File: src/rtl/dzp_pkg.sv
package dzp_pkg;

  localparam int NIB_W  = 4;
  localparam int BYTE_W = 2 * NIB_W;

  typedef logic [NIB_W-1:0] nib_t;

  function automatic logic nib_is_digit(input nib_t n);
    return n <= nib_t'(9);
  endfunction

  function automatic logic nib_is_sign(input nib_t n);
    return n >= nib_t'(10);
  endfunction

  function automatic logic nib_is_minus(input nib_t n);
    return (n == nib_t'(11)) || (n == nib_t'(13));
  endfunction

  // zone placed on ordinary digit characters
  function automatic nib_t zone_plain(input logic ascii);
    return ascii ? nib_t'(5) : nib_t'(15);
  endfunction

  // preferred sign code for the selected character set
  function automatic nib_t sign_pref(input logic ascii, input logic minus);
    if (ascii) return minus ? nib_t'(11) : nib_t'(10);
    else       return minus ? nib_t'(13) : nib_t'(12);
  endfunction

endpackage

File: src/rtl/dzp_seq.sv
module dzp_seq
  import dzp_pkg::*;
#(
  parameter int LEN_W = 4
) (
  input  logic             clk,
  input  logic             rst,
  input  logic             start,
  input  logic             dir_unpack,
  input  logic             ascii_mode,
  input  logic [LEN_W-1:0] len_m1,
  input  logic             accept,
  input  logic             abort,
  output logic             busy,
  output logic             unpack_q,
  output logic             ascii_q,
  output logic [LEN_W:0]   idx,
  output logic             last,
  output logic             half,
  output logic             in_ready
);

  logic [LEN_W-1:0] len_q;

  // last input index: L for packed input, 2L for zoned input
  assign last     = unpack_q ? (idx == {1'b0, len_q}) : (idx == {len_q, 1'b0});
  assign in_ready = busy & ~half;

  always_ff @(posedge clk) begin
    if (rst) begin
      busy     <= 1'b0;
      half     <= 1'b0;
      idx      <= '0;
      len_q    <= '0;
      unpack_q <= 1'b0;
      ascii_q  <= 1'b0;
    end else if (!busy) begin
      if (start) begin
        busy     <= 1'b1;
        half     <= 1'b0;
        idx      <= '0;
        len_q    <= len_m1;
        unpack_q <= dir_unpack;
        ascii_q  <= ascii_mode;
      end
    end else if (half) begin
      half <= 1'b0;
      idx  <= idx + 1'b1;
    end else if (accept) begin
      if (abort || last) busy <= 1'b0;
      else if (unpack_q) half <= 1'b1;
      else               idx  <= idx + 1'b1;
    end
  end


  half_one_cycle_chk: assert property (@(posedge clk) disable iff (rst)
    half |=> !half);


  cfg_hold_chk: assert property (@(posedge clk) disable iff (rst)
    busy |=> ($stable(unpack_q) && $stable(ascii_q) && $stable(len_q)));

endmodule

File: src/rtl/dzp_pack_lane.sv
module dzp_pack_lane
  import dzp_pkg::*;
(
  input  logic [BYTE_W-1:0] zbyte,
  input  nib_t              hold,
  input  logic              odd_pos,
  input  logic              last,
  input  logic              ascii,
  output logic              emit,
  output logic [BYTE_W-1:0] pbyte,
  output logic              bad
);

  nib_t digit;
  nib_t zone;

  always_comb begin
    digit = zbyte[NIB_W-1:0];
    zone  = zbyte[BYTE_W-1:NIB_W];
    bad   = !nib_is_digit(digit) || (last && !nib_is_sign(zone));
    emit  = last || odd_pos;
    if (last) pbyte = {digit, sign_pref(ascii, nib_is_minus(zone))};
    else      pbyte = {hold, digit};
  end

endmodule

File: src/rtl/dzp_unpack_lane.sv
module dzp_unpack_lane
  import dzp_pkg::*;
(
  input  logic [BYTE_W-1:0] pbyte,
  input  logic              last,
  input  logic              ascii,
  output logic [BYTE_W-1:0] zbyte,
  output logic              bad
);

  logic [1:0] nib_ok;

  // nibble 0 is the low nibble: sign on the last byte, digit elsewhere
  for (genvar g = 0; g < 2; g++) begin : g_nib
    nib_t n;
    assign n = pbyte[g*NIB_W +: NIB_W];
    if (g == 0) begin : g_low
      assign nib_ok[g] = last ? nib_is_sign(n) : nib_is_digit(n);
    end else begin : g_high
      assign nib_ok[g] = nib_is_digit(n);
    end
  end

  always_comb begin
    bad = ~&nib_ok;
    if (last) zbyte = {sign_pref(ascii, nib_is_minus(pbyte[NIB_W-1:0])), pbyte[BYTE_W-1:NIB_W]};
    else      zbyte = {zone_plain(ascii), pbyte[BYTE_W-1:NIB_W]};
  end

endmodule

File: src/rtl/dzp_conv.sv
module dzp_conv
  import dzp_pkg::*;
#(
  parameter int LEN_W = 4
) (
  input  logic              clk,
  input  logic              rst,
  input  logic              start,
  input  logic              dir_unpack,
  input  logic              ascii_mode,
  input  logic [LEN_W-1:0]  len_m1,
  input  logic [BYTE_W-1:0] in_data,
  input  logic              in_valid,
  output logic              in_ready,
  output logic [BYTE_W-1:0] out_data,
  output logic              out_valid,
  output logic              done,
  output logic              err
);

  localparam int IDX_W = LEN_W + 1;

  logic             busy, unpack_q, ascii_q, last, half, accept, bad;
  logic [IDX_W-1:0] idx;
  nib_t             hold_q;
  logic             p_emit, p_bad, u_bad;
  logic [BYTE_W-1:0] p_data, u_data;

  assign accept = in_valid & in_ready;
  assign bad    = unpack_q ? u_bad : p_bad;

  dzp_seq #(.LEN_W(LEN_W)) u_seq (
    .clk        (clk),
    .rst        (rst),
    .start      (start),
    .dir_unpack (dir_unpack),
    .ascii_mode (ascii_mode),
    .len_m1     (len_m1),
    .accept     (accept),
    .abort      (bad),
    .busy       (busy),
    .unpack_q   (unpack_q),
    .ascii_q    (ascii_q),
    .idx        (idx),
    .last       (last),
    .half       (half),
    .in_ready   (in_ready)
  );

  dzp_pack_lane u_pack (
    .zbyte   (in_data),
    .hold    (hold_q),
    .odd_pos (idx[0]),
    .last    (last),
    .ascii   (ascii_q),
    .emit    (p_emit),
    .pbyte   (p_data),
    .bad     (p_bad)
  );

  dzp_unpack_lane u_unpack (
    .pbyte (in_data),
    .last  (last),
    .ascii (ascii_q),
    .zbyte (u_data),
    .bad   (u_bad)
  );

  always_ff @(posedge clk) begin
    if (rst) begin
      out_valid <= 1'b0;
      out_data  <= '0;
      done      <= 1'b0;
      err       <= 1'b0;
      hold_q    <= '0;
    end else begin
      out_valid <= 1'b0;
      done      <= 1'b0;
      err       <= 1'b0;
      if (accept) begin
        if (bad) begin
          done <= 1'b1;
          err  <= 1'b1;
        end else begin
          hold_q <= in_data[NIB_W-1:0];
          if (unpack_q) begin
            out_valid <= 1'b1;
            out_data  <= u_data;
            done      <= last;
          end else if (p_emit) begin
            out_valid <= 1'b1;
            out_data  <= p_data;
            done      <= last;
          end
        end
      end else if (half) begin
        out_valid <= 1'b1;
        out_data  <= {zone_plain(ascii_q), hold_q};
      end
    end
  end


  err_with_done_chk: assert property (@(posedge clk) disable iff (rst)
    err |-> done);


  err_silent_chk: assert property (@(posedge clk) disable iff (rst)
    err |-> !out_valid);


  done_pulse_chk: assert property (@(posedge clk) disable iff (rst)
    done |=> !done);


  zoned_digit_chk: assert property (@(posedge clk) disable iff (rst)
    (out_valid && unpack_q) |-> (out_data[NIB_W-1:0] <= nib_t'(9)));


  pack_sign_chk: assert property (@(posedge clk) disable iff (rst)
    (done && out_valid && !unpack_q) |->
      (ascii_q ? (out_data[NIB_W-1:0] inside {4'hA, 4'hB})
               : (out_data[NIB_W-1:0] inside {4'hC, 4'hD})));


  idle_quiet_chk: assert property (@(posedge clk) disable iff (rst)
    (!busy && !half) |=> !out_valid);

endmodule

File: config.mk
export PLATFORM = sky130hd
export DESIGN_NAME = dzp_conv
export DESIGN_NICKNAME = d
export VERILOG_FILES = /design/src/rtl/dzp_pkg.sv /design/src/rtl/dzp_seq.sv /design/src/rtl/dzp_pack_lane.sv /design/src/rtl/dzp_unpack_lane.sv /design/src/rtl/dzp_conv.sv
export SDC_FILE = /design/constraint.sdc
export NUM_CORES = 1
export LEC_CHECK = 0
export BUFFER_PORTS_ARGS = -buffer_cell sky130_fd_sc_hd__buf_2
export CAP_MARGIN = 40
export CORE_MARGIN = 3
export CORE_UTILIZATION = 54
export CTS_CLUSTER_SIZE = 20
export DETAILED_ROUTE_END_ITERATION = 10
export PLACE_DENSITY = 0.84
export SETUP_SLACK_MARGIN = 0.3
export SYNTH_ARGS = -nofsm -noshare
export SYNTH_HDL_FRONTEND = slang
export SYNTH_HIERARCHICAL = 1
export SYNTH_SLANG_ARGS = --single-unit
File: constraint.sdc
create_clock -name clk -period 3.5 [get_ports clk]
set_clock_uncertainty 0.2 [all_clocks]
set_input_delay 0.875 -clock clk [delete_from_list [all_inputs] [get_ports clk]]
set_output_delay 0.875 -clock clk [all_outputs]
set_load 0.005 [all_outputs]
== Word-level counts from Yosys, hierarchy flattened ==
Cells that the tools add are included.

* Flip-flop bits (word level): 28
* Bits in latches: 0
* Bits in writable memories: 0
* Bits in read-only memories: 0
* Output and inout bits: 12
* Logic and storage cells: 93
* Memories kept: 0

* Add/sub/neg operators: 1
* Multiply operators: 0
* Div/mod/pow operators: 0
* $lt $le $gt $ge: 4
* Eq/ne operators: 11
* Shift-type cells: 0
* Multiplexer cells: 43
* Bitwise gates (word level): 6
* Reductions and logical operators: 17

{| class="wikitable"
|+ Operators with widths
! kind !! count
|-
| $mux 8 || 7
|-
| $mux 5 || 6
|-
| $mux 1 || 27
|-
| $eq 4x4->1 const B || 4
|-
| $mux 4 || 3
|-
| $ne 3x3->1 const B || 3
|-
| $ge 4x4->1 const B || 2
|-
| $le 4x4->1 const B || 2
|-
| $reduce_and 2->1 || 3
|-
| $add 5x1->5 const B || 1
|-
| $eq 5x4->1 || 1
|-
| $eq 5x5->1 || 1
|-
| $logic_or 1x1->1 || 5
|-
| $not 1->1 || 4
|-
| $reduce_and 4->1 || 1
|-
| $reduce_bool 2->1 || 2
|-
| $logic_not 1->1 || 3
|-
| $ne 3x1->1 const B || 1
|-
| $reduce_and 3->1 || 1
|-
| $and 1x1->1 || 2
|-
| $ne 2x2->1 const B || 1
|-
| $reduce_or 2->1 || 1
|-
| $logic_and 1x1->1 || 1
|}

== Longest topological paths before layout ==
Gate-level depths: netlist of run 1.

* Word-level depth: 11
* Mapped depth: 14
* Depth with buffers taken out: 13

== Modules after synthesis ==
The synthesis of run 1 kept the hierarchy.

{| class="wikitable"
|+ Modules (own cells, without submodules)
! module !! times used !! cells each !! area an instance (um^2) !! sequential area each (um^2)
|-
| dzp_conv || 1 || 73 || 728.2 || 300.3
|-
| dzp_seq || 1 || 76 || 700.7 || 260.2
|-
| dzp_pack_lane || 1 || 17 || 143.9 || 0.0
|-
| dzp_unpack_lane || 1 || 16 || 110.1 || 0.0
|}

== Worst setup path after synthesis of run 1 ==
Ideal clock, no wire load.

* Kind: flip-flop to flip-flop
* From: register u_seq.unpack_q
* To: register u_seq.idx[0]
* Data arrival time: 2.773 ns
* Data required time: 3.179 ns
* Setup slack: 0.406 ns
* Cell stages (with the launch flop): 14
* Cells stage by stage: dfxtp_1 > buf_6 > mux2i_1 > xor2_1 > and3_1 > inv_1 > xnor2_1 > nand2_1 > mux2i_1 > inv_1 > or3b_1 > a31oi_2 > o32ai_1 > mux2_2

* Cells in the longest elaborated chain, start to end: 8
* Elaborated cells on any way between the ends: 11

{| class="wikitable"
|+ RTL lines
! item !! RTL line !! RTL
|-
| from (decl) || dzp_seq.sv:15 || <nowiki>output logic unpack_q,</nowiki>
|-
| from (signal assigned) || dzp_seq.sv:43 || <nowiki>unpack_q <= dir_unpack;</nowiki>
|-
| $mux 1 || dzp_seq.sv:26 || <nowiki>assign last = unpack_q ? (idx == {1'b0, len_q}) : (idx == {len_q, 1'b0});</nowiki>
|-
| via last || dzp_conv.sv:23 || <nowiki>logic busy, unpack_q, ascii_q, last, half, accept, bad;</nowiki>
|-
| $mux 1 || dzp_unpack_lane.sv:18 || <nowiki>assign nib_ok[g] = last ? nib_is_sign(n) : nib_is_digit(n);</nowiki>
|-
| $reduce_and 2->1 || dzp_unpack_lane.sv:25 || <nowiki>bad = ~&nib_ok;</nowiki>
|-
| $logic_not 1->1 || dzp_unpack_lane.sv:25 ||
|-
| via u_bad || dzp_conv.sv:26 || <nowiki>logic p_emit, p_bad, u_bad;</nowiki>
|-
| $mux 1 || dzp_conv.sv:30 || <nowiki>assign bad = unpack_q ? u_bad : p_bad;</nowiki>
|-
| via bad || dzp_conv.sv:23 ||
|-
| $logic_or 1x1->1 || dzp_seq.sv:50 || <nowiki>if (abort || last) busy <= 1'b0;</nowiki>
|-
| $ne 3x3->1 (no source line) || -- ||
|-
| $reduce_and 4->1 (no source line) || -- ||
|-
| to (signal assigned) || dzp_seq.sv:48 || <nowiki>idx <= idx + 1'b1;</nowiki>
|-
| to (signal assigned) || dzp_seq.sv:52 || <nowiki>else idx <= idx + 1'b1;</nowiki>
|-
| to (decl) || dzp_seq.sv:17 || <nowiki>output logic [LEN_W:0] idx,</nowiki>
|}

The timed path passes the listed nets, and every way through them passes these cells.
A chain may end at the register's enable or synchronous reset.

== Final worst setup path of run 1 ==
Same ends and word-level chain as after synthesis.

==> key figures, run 1 <==
Outcome
  • Status: completed

Floorplanning
  • Initial Util: 59.0%
  • Die width: 61.8 µm
  • Core Area: 2850 µm²
  • IO Count: 30
  • Die height: 61.8 µm
  • Die ar.: 3820 µm²
  • Cell Rows: 19

Detailed routing
  • Post-route DRC: 0
  • Vias: 1427
  • Drt wl/cell: 15.6 µm
  • Final wirelength: 3.74 mm
  • 1st-iter DRT viols: 98
  • TritonRoute pass-1 iters: 4
  • Vias/cell: 5.97
  • ANT nets after route: 0

Setup path
  • Crit path DAT: 3.14 ns
  • Critical setup path kind: reg2reg
  • Crit path max fanout: 7
  • Delay-heaviest family, CP: simple AND/OR/NAND/NOR gates
  • Critical Path Start Type: flop
  • Critical-path cell list: mux2i_1 > xnor2_1 > nor2_2 > and3_4 > inv_1 > xnor2_1 > nand2_1 > mux2i_2 > inv_1 > or3b_1 > a31oi_4 > o32ai_1 > mux2_2
  • CP required: 3.53 ns
  • Buf+Inv Stages, Crit Path: 2
  • Worst Setup End Kind: flop
  • Worst path slowest cell: dfxtp_4
  • Crit-path max cell delay: 0.42 ns
  • Worst path depth: 13
  • R2R cell count: 13

Synth
  • Cell Area, Synth: 1680 µm²
  • Synth top cells by count: dfxtp_1 (28), nor2_1 (20), mux2i_1 (16), o21ai_0 (13)
  • Area leader, netlist: dfxtp_1
  • Async set-reset flop share out of synthesis: 0%
  • Most frequent cell after synthesis: dfxtp_1
  • Synth Net Count: 203
  • Syn_area_per_cell: 9.25 µm²
  • Yosys warns: 6
  • Number of synthesized register bits: 28
  • Post-synth top area share: 33.3%
  • Number of flops mapped to enable cells by yosys: 0
  • Seq/Total Area, Yosys: 33.3%
  • Cells after synthesis: 182
  • Area contributors post-synth: dfxtp_1 (33%), mux2i_1 (9.5%), mux2_2 (4.7%)
  • Cell variety after synth: 49
  • Ys flop type: dfxtp_1

Power
  • Comb pwr share: 28.1%
  • Internal power: 461 µW
  • Switching part of the total: 29.7%
  • Clock share of power: 19.8%
  • PwrDens: 349 nW/µm²
  • Sw power: 195 µW
  • Max VDD drop: 236 µV
  • LEAKAGE: 0.812 nW
  • Seq pwr share: 52.1%

Clocking
  • CTS Hold Bufs: 0
  • Clock root buffer master: clkbuf_4
  • H-tree depth: 1
  • Worst-Skew Late Latency: 0.32 ns
  • Clk slew on worst S/H paths: 0.14 ns
  • Clock Tree Buf Depth: 2
  • Sink Count: 28
  • Inserted Clock Buffers: 3
  • CTS tree: yes

STA
  • Max Clk Rate: 321 MHz
  • Hold Slack: 0.303 ns
  • Slew headroom: 66.5%
  • Setup TNS: 0 ns
  • Worst slew pin tran: 0.503 ns
  • Slew Limit Fails: 0
  • Period utilization: 89.0%
  • Post-layout min period: 3.12 ns
  • Final hold vios: 0
  • RSZ-0062 raised after global routing: false
  • Setup-failing EPs final: 0

Finish
  • Layout area overhead: 11.7%
  • Final layout net count: 231
  • Fraction of layout instances using a drive strength above 1: 31.3%
  • Non-Filler Instances: 239
  • Final core utilization: 65.9%
  • Number of diodes: 0

Placed design
  • Hpwl dp: 2.65 mm
  • Routability Congestion: 0.820
  • Placed cells: 233
  • Buffers on Ports: 29

Global route
  • Gr usage total: 19.9%
  • Global-route wire length before repair: 5.76 mm
  • Vias in the first global route: 1300
  • Antenna violations before repair: 0
  • Remaining Overflow, GRT: 0
  • Pin count of the biggest net entering global routing: 31

Hold path
  • WHS Path Cells: 1
  • Hold Path Class: reg2reg

Run
  • Max-Cap Viols: 0
-- logic make-up after synthesis --
logic type | after synthesis | share of synthesized area, %
buffers and inverters | 19 | 6.99
XOR/XNOR | 7 | 3.64
flip-flops | 28 | 33.3
multiplexers | 26 | 16.9
adder cells (fa/ha/maj) | 3 | 2.23
AO/OA/AOI/OAI | 44 | 19.3
AND/OR/NAND/NOR | 55 | 17.6
-- worst register-to-register path: stages, from the launching register on --
cell and delay, ns:
dfxtp_4 0.42, mux2i_1 0.25, xnor2_1 0.13, nor2_2 0.19, and3_4 0.22, inv_1 0.07, xnor2_1 0.17, nand2_1 0.10
mux2i_2 0.18, inv_1 0.07, or3b_1 0.39, a31oi_4 0.21, o32ai_1 0.15, mux2_2 0.28
-- flip-flops by register name, summed over array words and instances, names as in the netlist --
name / cells
u_seq/len_q: 4
u_seq/ascii_q: 1
u_seq/idx: 5
out_valid: 1
u_seq/unpack_q: 1
u_seq/half: 1
out_data: 8
err: 1
u_seq/busy: 1
done: 1
hold_q: 4
-- area by class of cell --
cell class	instances	area [µm²]
clock buffer	3	22.5
timing repair buffer	35	190
multi-input combinational	135	1040
sequential	28	566
fill	241	972
inverter	7	26.3
tap	31	38.8
-- layout by cell type (no fill, tap or decap), drive strengths merged --
cell    synthesis  routed
or2             3       3
ha              3       3
clkbuf          3       3
a21bo           1       1
and3            2       2
a221o           2       2
o22ai           1       1
a22oi           4       4
nand3b          1       1
or4b            4       4
mux2           10      10
and3b           1       1
nor2b           2       2
o21ai          17      17
xnor2           6       6
o32ai           1       1
a311oi          1       1
a21oi           4       4
buf             9      35
and2            1       1
nand2           7       7
nand4b          1       1
a22o            4       4
inv             7       7
a21o            2       2
or3b            2       2
nor3            4       4
a211oi          2       2
or3             1       1
mux2i          16      16
nand3           4       4
nor2           21      21
a21boi          1       1
dfxtp          28      28
o21a            1       1
o221a           2       2
or2b            1       1
a31oi           1       1
xor2            1       1
-- through the flow --
step	power [mW]	worst slack (ns)	area, µm²
after CTS	0.651	0.313	1840
after floorplan	0.478	0.406	1680
final	0.656	0.385	1880
after global routing	0.692	0.264	1880
after global placement	0.507	0.390	1800
after detailed placement	0.516	0.142	1800
-- power groups by stage --
| stage | Sequential, mW | Combinational (mW) | Clock, mW |
|---|---|---|---|
| after floorplan | 0.345 | 0.133 | 0 |
| after global placement | 0.347 | 0.160 | 0 |
| after detailed placement | 0.348 | 0.168 | 0 |
| after CTS | 0.341 | 0.174 | 0.136 |
| after global routing | 0.343 | 0.202 | 0.147 |
| final | 0.342 | 0.184 | 0.130 |
-- routing by layer --
layer | up-vias | routed length (µm) | track usage, % | share of wire [%]
li1 | 709 | - | - | -
met1 | 674 | 1620 | 24.5 | 43
met2 | 40 | 1950 | 35.9 | 52
met3 | 4 | 145 | 3.51 | 3.9
met4 | 0 | 18 | 4.55 | 0.48
met5 | - | 0 | 0 | 0
-- path summary, 6_finish.rpt --
path	start	to	slack (ns)
hold / removal	out_data[7]$_SDFFE_PP0P_	out_data[7]$_SDFFE_PP0P_	0.30
setup / recovery	u_seq/unpack_q$_SDFFE_PP0P_	u_seq/idx[0]$_SDFFE_PP0P_	0.38
setup reg to reg	u_seq/unpack_q$_SDFFE_PP0P_	u_seq/idx[0]$_SDFFE_PP0P_	0.38
hold reg to reg	out_data[7]$_SDFFE_PP0P_	out_data[7]$_SDFFE_PP0P_	0.30
-- what timing repair did --
action                     CTS  global route
resized for setup            4             5
buffers inserted             1             2
setup endpoints to repair    5             9
gates cloned                 0             0
pin swaps                    1             0
(Power assumes the default switching activity.)
==> run 2, diff against run 1 <==
--- a/config.mk
+++ b/config.mk
@@ -7,11 +7,11 @@
 export LEC_CHECK = 0
 export BUFFER_PORTS_ARGS = -buffer_cell sky130_fd_sc_hd__buf_2
 export CAP_MARGIN = 40
-export CORE_MARGIN = 3
 export CORE_UTILIZATION = 54
 export CTS_CLUSTER_SIZE = 20
 export DETAILED_ROUTE_END_ITERATION = 10
 export PLACE_DENSITY = 0.84
+export RECOVER_POWER = 50
 export SETUP_SLACK_MARGIN = 0.3
 export SYNTH_ARGS = -nofsm -noshare
 export SYNTH_HDL_FRONTEND = slang
==> key figures, run 2 (same netlist as run 1, synthesis figures left out) <==
Floorplanning
  • Initial Util: 59.0% (unchanged)
  • IO Count: 30 (unchanged)
  • Cell Rows: 19 (unchanged)
  • Core Area: 2850 µm² (unchanged)
  • Die width: 57.8 µm (-6.5%)
  • Die ar.: 3340 µm² (-13%)
  • Die height: 57.8 µm (-6.5%)

Hold path
  • Worst hold path startpoint: out_data[7]$_SDFFE_PP0P_
  • Hold Path Class: reg2reg

Global route
  • Gr usage total: 22.7% (+2.8 points)
  • Global-route wire length before repair: 5.98 mm (+3.8%)
  • Remaining Overflow, GRT: 0 (unchanged)
  • Antenna violations before repair: 0 (unchanged)
  • Pin count of the biggest net entering global routing: 31 (unchanged)
  • Vias in the first global route: 1419 (+9.2%)

STA
  • Hold Slack: 0.309 ns (+0.00580 ns)
  • Worst slew pin tran: 0.543 ns (+0.0394 ns)
  • Setup-failing EPs final: 0 (unchanged)
  • RSZ-0062 raised after global routing: false
  • Post-layout min period: 3.17 ns (+0.0530 ns)
  • Slew Limit Fails: 0 (unchanged)
  • Period utilization: 90.5% (+1.5 points)
  • Max Clk Rate: 316 MHz (-1.7%)
  • Final hold vios: 0 (unchanged)
  • Setup TNS: 0 ns (unchanged)
  • Slew headroom: 63.8% (-2.6 points)

Clocking
  • Clock Tree Buf Depth: 2 (unchanged)
  • Inserted Clock Buffers: 3 (unchanged)
  • Worst-Skew Late Latency: 0.32 ns (about the same)
  • CTS Hold Bufs: 0 (unchanged)
  • Clk slew on worst S/H paths: 0.14 ns (about the same)
  • H-tree depth: 1 (unchanged)
  • Sink Count: 28 (unchanged)
  • Clock root buffer master: clkbuf_4
  • CTS tree: yes

Setup path
  • Worst Setup End Kind: flop
  • Critical setup path kind: reg2reg
  • Worst setup path startpoint: u_seq/unpack_q$_SDFFE_PP0P_
  • Crit path max fanout: 7 (unchanged)
  • R2R cell count: 13 (unchanged)
  • R2R Setup Slk: 0.33 ns (-0.05 ns)
  • Critical Path Start Type: flop
  • Crit path DAT: 3.20 ns (+0.06 ns)
  • RR Endpoint: u_seq/idx[0]$_SDFFE_PP0P_
  • FF-to-FF Start: u_seq/unpack_q$_SDFFE_PP0P_
  • CP required: 3.53 ns (about the same)
  • Crit path to: u_seq/idx[0]$_SDFFE_PP0P_

Finish
  • Layout area overhead: 11.4%
  • Commonest cells after routing, fill and taps aside: dfxtp_1 (26), buf_2 (24), nor2_1 (21)
  • Commonest non-fill, non-tap cell in the layout: dfxtp_1
  • Biggest regs: out_data x8, u_seq/idx x5
  • Max reg flops: 8 (unchanged)
  • Final core utilization: 65.7% (-0.18 points)
  • Fraction of layout instances using a drive strength above 1: 28.8% (-2.4 points)
  • Largest reg by FF count: out_data
  • Number of diodes: 0 (unchanged)
  • Final layout net count: 230 (-0.43%)

Detailed routing
  • Highest metal used: met4
  • TritonRoute pass-1 iters: 7 (+3)
  • Met2 routed WL: 1.89 mm (-3.3%)
  • Met3 WL: 122 µm (-16%)
  • Vias/cell: 6.00 (+0.56%)
  • ANT nets after route: 0 (unchanged)
  • Post-route DRC: 3 (+3)
  • Final wirelength: 3.63 mm (-3.0%)
  • Drt wl/cell: 15.2 µm (-3.0%)
  • WL met1: 1.56 mm (-3.8%)
  • 1st-iter DRT viols: 74 (-24%)
  • Vias: 1435 (+0.56%)

Power
  • PwrDens: 360 nW/µm² (+3.3%)
  • LEAKAGE: 0.795 nW (-2.1%)
  • Max VDD drop: 213 µV (-9.7%)

Placed design
  • Hpwl dp: 2.65 mm (-0.15%)
  • Routability Congestion: 0.827 (+0.85%)
  • Buffers on Ports: 29 (unchanged)

Outcome
  • Status: finished, violations left
  • Violated checks: DRC

Run
  • Max-Cap Viols: 0 (unchanged)
## run 2: changes by cell type in the layout (fill, tap and decap cells not counted), sizes merged
cell    previous run  this run
buf               35        28
clkbuf             3        10
## run 2: worst min-delay path by stage
stage | end | cells after the start
3_3_place_gp | out_data[7]$_SDFFE_PP0P_ | 1
4_1_cts | out_data[7]$_SDFFE_PP0P_ | 1
2_1_floorplan | out_data[5]$_SDFFE_PP0P_ | 1
6_report | out_data[7]$_SDFFE_PP0P_ | 1
5_1_grt | out_data[7]$_SDFFE_PP0P_ | 1
3_5_place_dp | out_data[7]$_SDFFE_PP0P_ | 1
## run 2: timing repair
item / 4_1_cts / 5_1_grt
pin swaps: 0 / 2
buffers inserted: 0 / 1
endpoints found under the hold margin: 0 / 0
endpoints found under the setup margin: 4 / 8
gates resized for setup: 1 / 8
## run 2: stage by stage
stage | cell area (µm²) | total power, mW | worst slack (ns) | instances
floorplan | 1680 | 0.478 | 0.406 | 182
CTS | 1840 | 0.673 | 0.331 | 238
detailed placement | 1810 | 0.518 | 0.272 | 234
finish | 1880 | 0.676 | 0.332 | 239
global placement | 1810 | 0.510 | 0.433 | 234
global route | 1880 | 0.712 | 0.214 | 239
## run 2: layout make-up
class                   instances  area (µm²)
clock buffers                   4        36.3
fillers                       265         977
inverters                       7        26.3
multi-input cells             135        1030
flip-flops and latches         28         566
well taps                      31        38.8
repair buffers                 34         174
## run 2: where the power goes
part,switching (mW),internal (mW)
clock,0.0918,0.0636
sequential,0.0116,0.330
combinational,0.0911,0.0872
## run 2: layer usage
| metal | up-vias | GRT usage (%) |
|---|---|---|
| met4 | 0 | 9.52 |
| met5 | - | 0 |
| li1 | 703 | - |
| met1 | 686 | 26.1 |
| met2 | 40 | 42.2 |
| met3 | 6 | 2.68 |
## run 2: critical path, cell delays in order (launching register included)
cell and delay, ns:
dfxtp_4 0.43, mux2i_1 0.25, xnor2_1 0.09, nor2_1 0.25, and3_4 0.26, inv_1 0.06, xnor2_1 0.15, nand2_1 0.08
mux2i_1 0.21, inv_1 0.08, or3b_1 0.39, a31oi_4 0.21, o32ai_1 0.14, mux2_2 0.28
==> run 3, diff against run 2 <==
--- a/config.mk
+++ b/config.mk
@@ -8,8 +8,10 @@
 export BUFFER_PORTS_ARGS = -buffer_cell sky130_fd_sc_hd__buf_2
 export CAP_MARGIN = 40
 export CORE_UTILIZATION = 54
+export CTS_BUF_LIST = sky130_fd_sc_hd__clkbuf_8
 export CTS_CLUSTER_SIZE = 20
 export DETAILED_ROUTE_END_ITERATION = 10
+export HOLD_SLACK_MARGIN = 0.03
 export PLACE_DENSITY = 0.84
 export RECOVER_POWER = 50
 export SETUP_SLACK_MARGIN = 0.3
@@ -17,3 +19,4 @@
 export SYNTH_HDL_FRONTEND = slang
 export SYNTH_HIERARCHICAL = 1
 export SYNTH_SLANG_ARGS = --single-unit
+export TNS_END_PERCENT = 50
==> key figures, run 3 (same netlist as run 1, synthesis figures left out) <==
Outcome
  • Status: finished, violations left
  • Violated checks: DRC

Placed design
  • Post-placement setup slack: 0.272 ns (unchanged)
  • Hpwl dp: 2.65 mm (unchanged)
  • Buffers on Ports: 29 (unchanged)
  • Routability Congestion: 0.827 (unchanged)
  • Placed cells: 234 (unchanged)

Clocking
  • Inserted Clock Buffers: 3 (unchanged)
  • Worst-Skew Late Latency: 0.27 ns (-0.05 ns)
  • Sink Count: 28 (unchanged)
  • Clk slew on worst S/H paths: 0.09 ns (-0.05 ns)
  • Clock root buffer master: clkbuf_8
  • CTS tree: yes
  • Clock Tree Buf Depth: 2 (unchanged)
  • H-tree depth: 1 (unchanged)

Finish
  • Area of the multi-input gates: 1040 µm² (+0.97%)
  • Max reg flops: 8 (unchanged)
  • Number of diodes: 0 (unchanged)
  • Layout area overhead: 13.2%
  • Final layout net count: 230 (unchanged)
  • Non-Filler Instances: 239 (unchanged)
  • Commonest cells after routing, fill and taps aside: dfxtp_1 (26), buf_2 (24), nor2_1 (21)
  • Commonest non-fill, non-tap cell in the layout: dfxtp_1
  • Fraction of layout instances using a drive strength above 1: 29.8% (+0.96 points)
  • Sequential Area: 566 µm² (unchanged)
  • Fill count: 257 (-3.0%)
  • Largest reg by FF count: out_data
  • Biggest regs: out_data x8, u_seq/idx x5

Setup path
  • Worst path slowest cell: dfxtp_4
  • Critical setup path kind: reg2reg
  • Buf+Inv Stages, Crit Path: 2 (unchanged)
  • Crit path DAT: 3.14 ns (-0.06 ns)
  • Critical-path cell list: mux2i_2 > xnor2_1 > nor2_1 > and3_1 > inv_1 > xnor2_1 > nand2_1 > mux2i_2 > inv_1 > or3b_1 > a31oi_4 > o32ai_2 > mux2_2
  • Worst path depth: 13 (unchanged)
  • Worst setup path startpoint: u_seq/unpack_q$_SDFFE_PP0P_
  • FF-to-FF Start: u_seq/unpack_q$_SDFFE_PP0P_
  • Delay-heaviest family, CP: simple AND/OR/NAND/NOR gates
  • CP required: 3.47 ns (-0.06 ns)
  • Critical Path Start Type: flop
  • Crit path max fanout: 7 (unchanged)
  • R2R cell count: 13 (unchanged)
  • Worst Setup End Kind: flop
  • Crit-path max cell delay: 0.41 ns (-0.02 ns)

Global route
  • Gr usage total: 22.7% (unchanged)
  • Remaining Overflow, GRT: 0 (unchanged)
  • Pin count of the biggest net entering global routing: 31 (unchanged)
  • Antenna violations before repair: 0 (unchanged)
  • Vias in the first global route: 1411 (-0.56%)
  • Global-route wire length before repair: 6.00 mm (+0.35%)

STA
  • RSZ-0062 raised after global routing: false
  • Post-layout min period: 3.17 ns (+0.00442 ns)
  • Setup-failing EPs final: 0 (unchanged)
  • Max Clk Rate: 315 MHz (-0.14%)
  • Period utilization: 90.6% (+0.13 points)
  • Fin worst setup slack: 0.327 ns (-0.00442 ns)
  • Final hold vios: 0 (unchanged)
  • Slew headroom: 64.9% (+1.1 points)
  • Worst slew pin tran: 0.526 ns (-0.0163 ns)
  • Setup TNS: 0 ns (unchanged)
  • Slew Limit Fails: 0 (unchanged)

Detailed routing
  • Vias/cell: 6.02 (+0.21%)
  • 1st-iter DRT viols: 86 (+16%)
  • Drt wl/cell: 15.2 µm (+0.30%)
  • TritonRoute pass-1 iters: 7 (unchanged)
  • Final wirelength: 3.64 mm (+0.30%)
  • ANT nets after route: 0 (unchanged)
  • Vias: 1438 (+0.21%)
  • Post-route DRC: 3 (unchanged)

Floorplanning
  • Cell Rows: 19 (unchanged)
  • Die width: 57.8 µm (unchanged)
  • Initial Util: 59.0% (unchanged)
  • Core Area: 2850 µm² (unchanged)
  • Die height: 57.8 µm (unchanged)
  • IO Count: 30 (unchanged)
  • Die ar.: 3340 µm² (unchanged)

Hold path
  • WHS Path Cells: 1 (unchanged)
  • Hold Path Class: reg2reg
  • Worst hold path startpoint: out_data[7]$_SDFFE_PP0P_

Run
  • Max-Cap Viols: 0 (unchanged)

Power
  • Max VDD drop: 230 µV (+7.7%)
  • LEAKAGE: 0.807 nW (+1.5%)
  • PwrDens: 378 nW/µm² (+4.9%)
[run 3: metal layers]
layer / vias up / GRT usage [%] / part of all wire [%]
met4: 0 / 8.50 / 1.7
met3: 8 / 2.68 / 3.1
met5: - / 0 / 0
met2: 35 / 42.2 / 52
li1: 701 / - / -
met1: 694 / 26.5 / 43
[run 3: worst paths after layout]
check             slack [ns]                   endpoint
setup / recovery        0.33  u_seq/idx[0]$_SDFFE_PP0P_
hold / removal          0.30   out_data[7]$_SDFFE_PP0P_
setup reg to reg        0.33  u_seq/idx[0]$_SDFFE_PP0P_
hold reg to reg         0.30   out_data[7]$_SDFFE_PP0P_
[run 3: final cells by class]
class                      instances  share of cell area (%)
sequential                        28                    29.7
tap                               31                    2.04
clock buffer                       4                    2.89
timing repair buffer              34                    9.13
multi-input combinational        135                    54.9
inverter                           7                    1.38
[run 3: repair_timing]
action	4_1_cts	5_1_grt
setup endpoints to repair	2	8
resized for setup	1	11
setup buffers	0	1
pin swaps	0	3
hold buffers	0	0
[run 3: report_power, final]
group          internal (mW)  switching (mW)  total (mW)
sequential             0.330          0.0120       0.342
clock                  0.101          0.0980       0.199
combinational         0.0871          0.0920       0.179
[run 3: through the flow]
stage               util (%)  hold slack, ns  area [µm²]  power [mW]
finish                  66.8           0.300        1900       0.720
global route            66.8           0.321        1900       0.755
global placement        63.3           0.272        1810       0.510
floorplan                  -           0.279        1680       0.478
CTS                     65.3           0.297        1860       0.716
detailed placement      63.3           0.274        1810       0.518
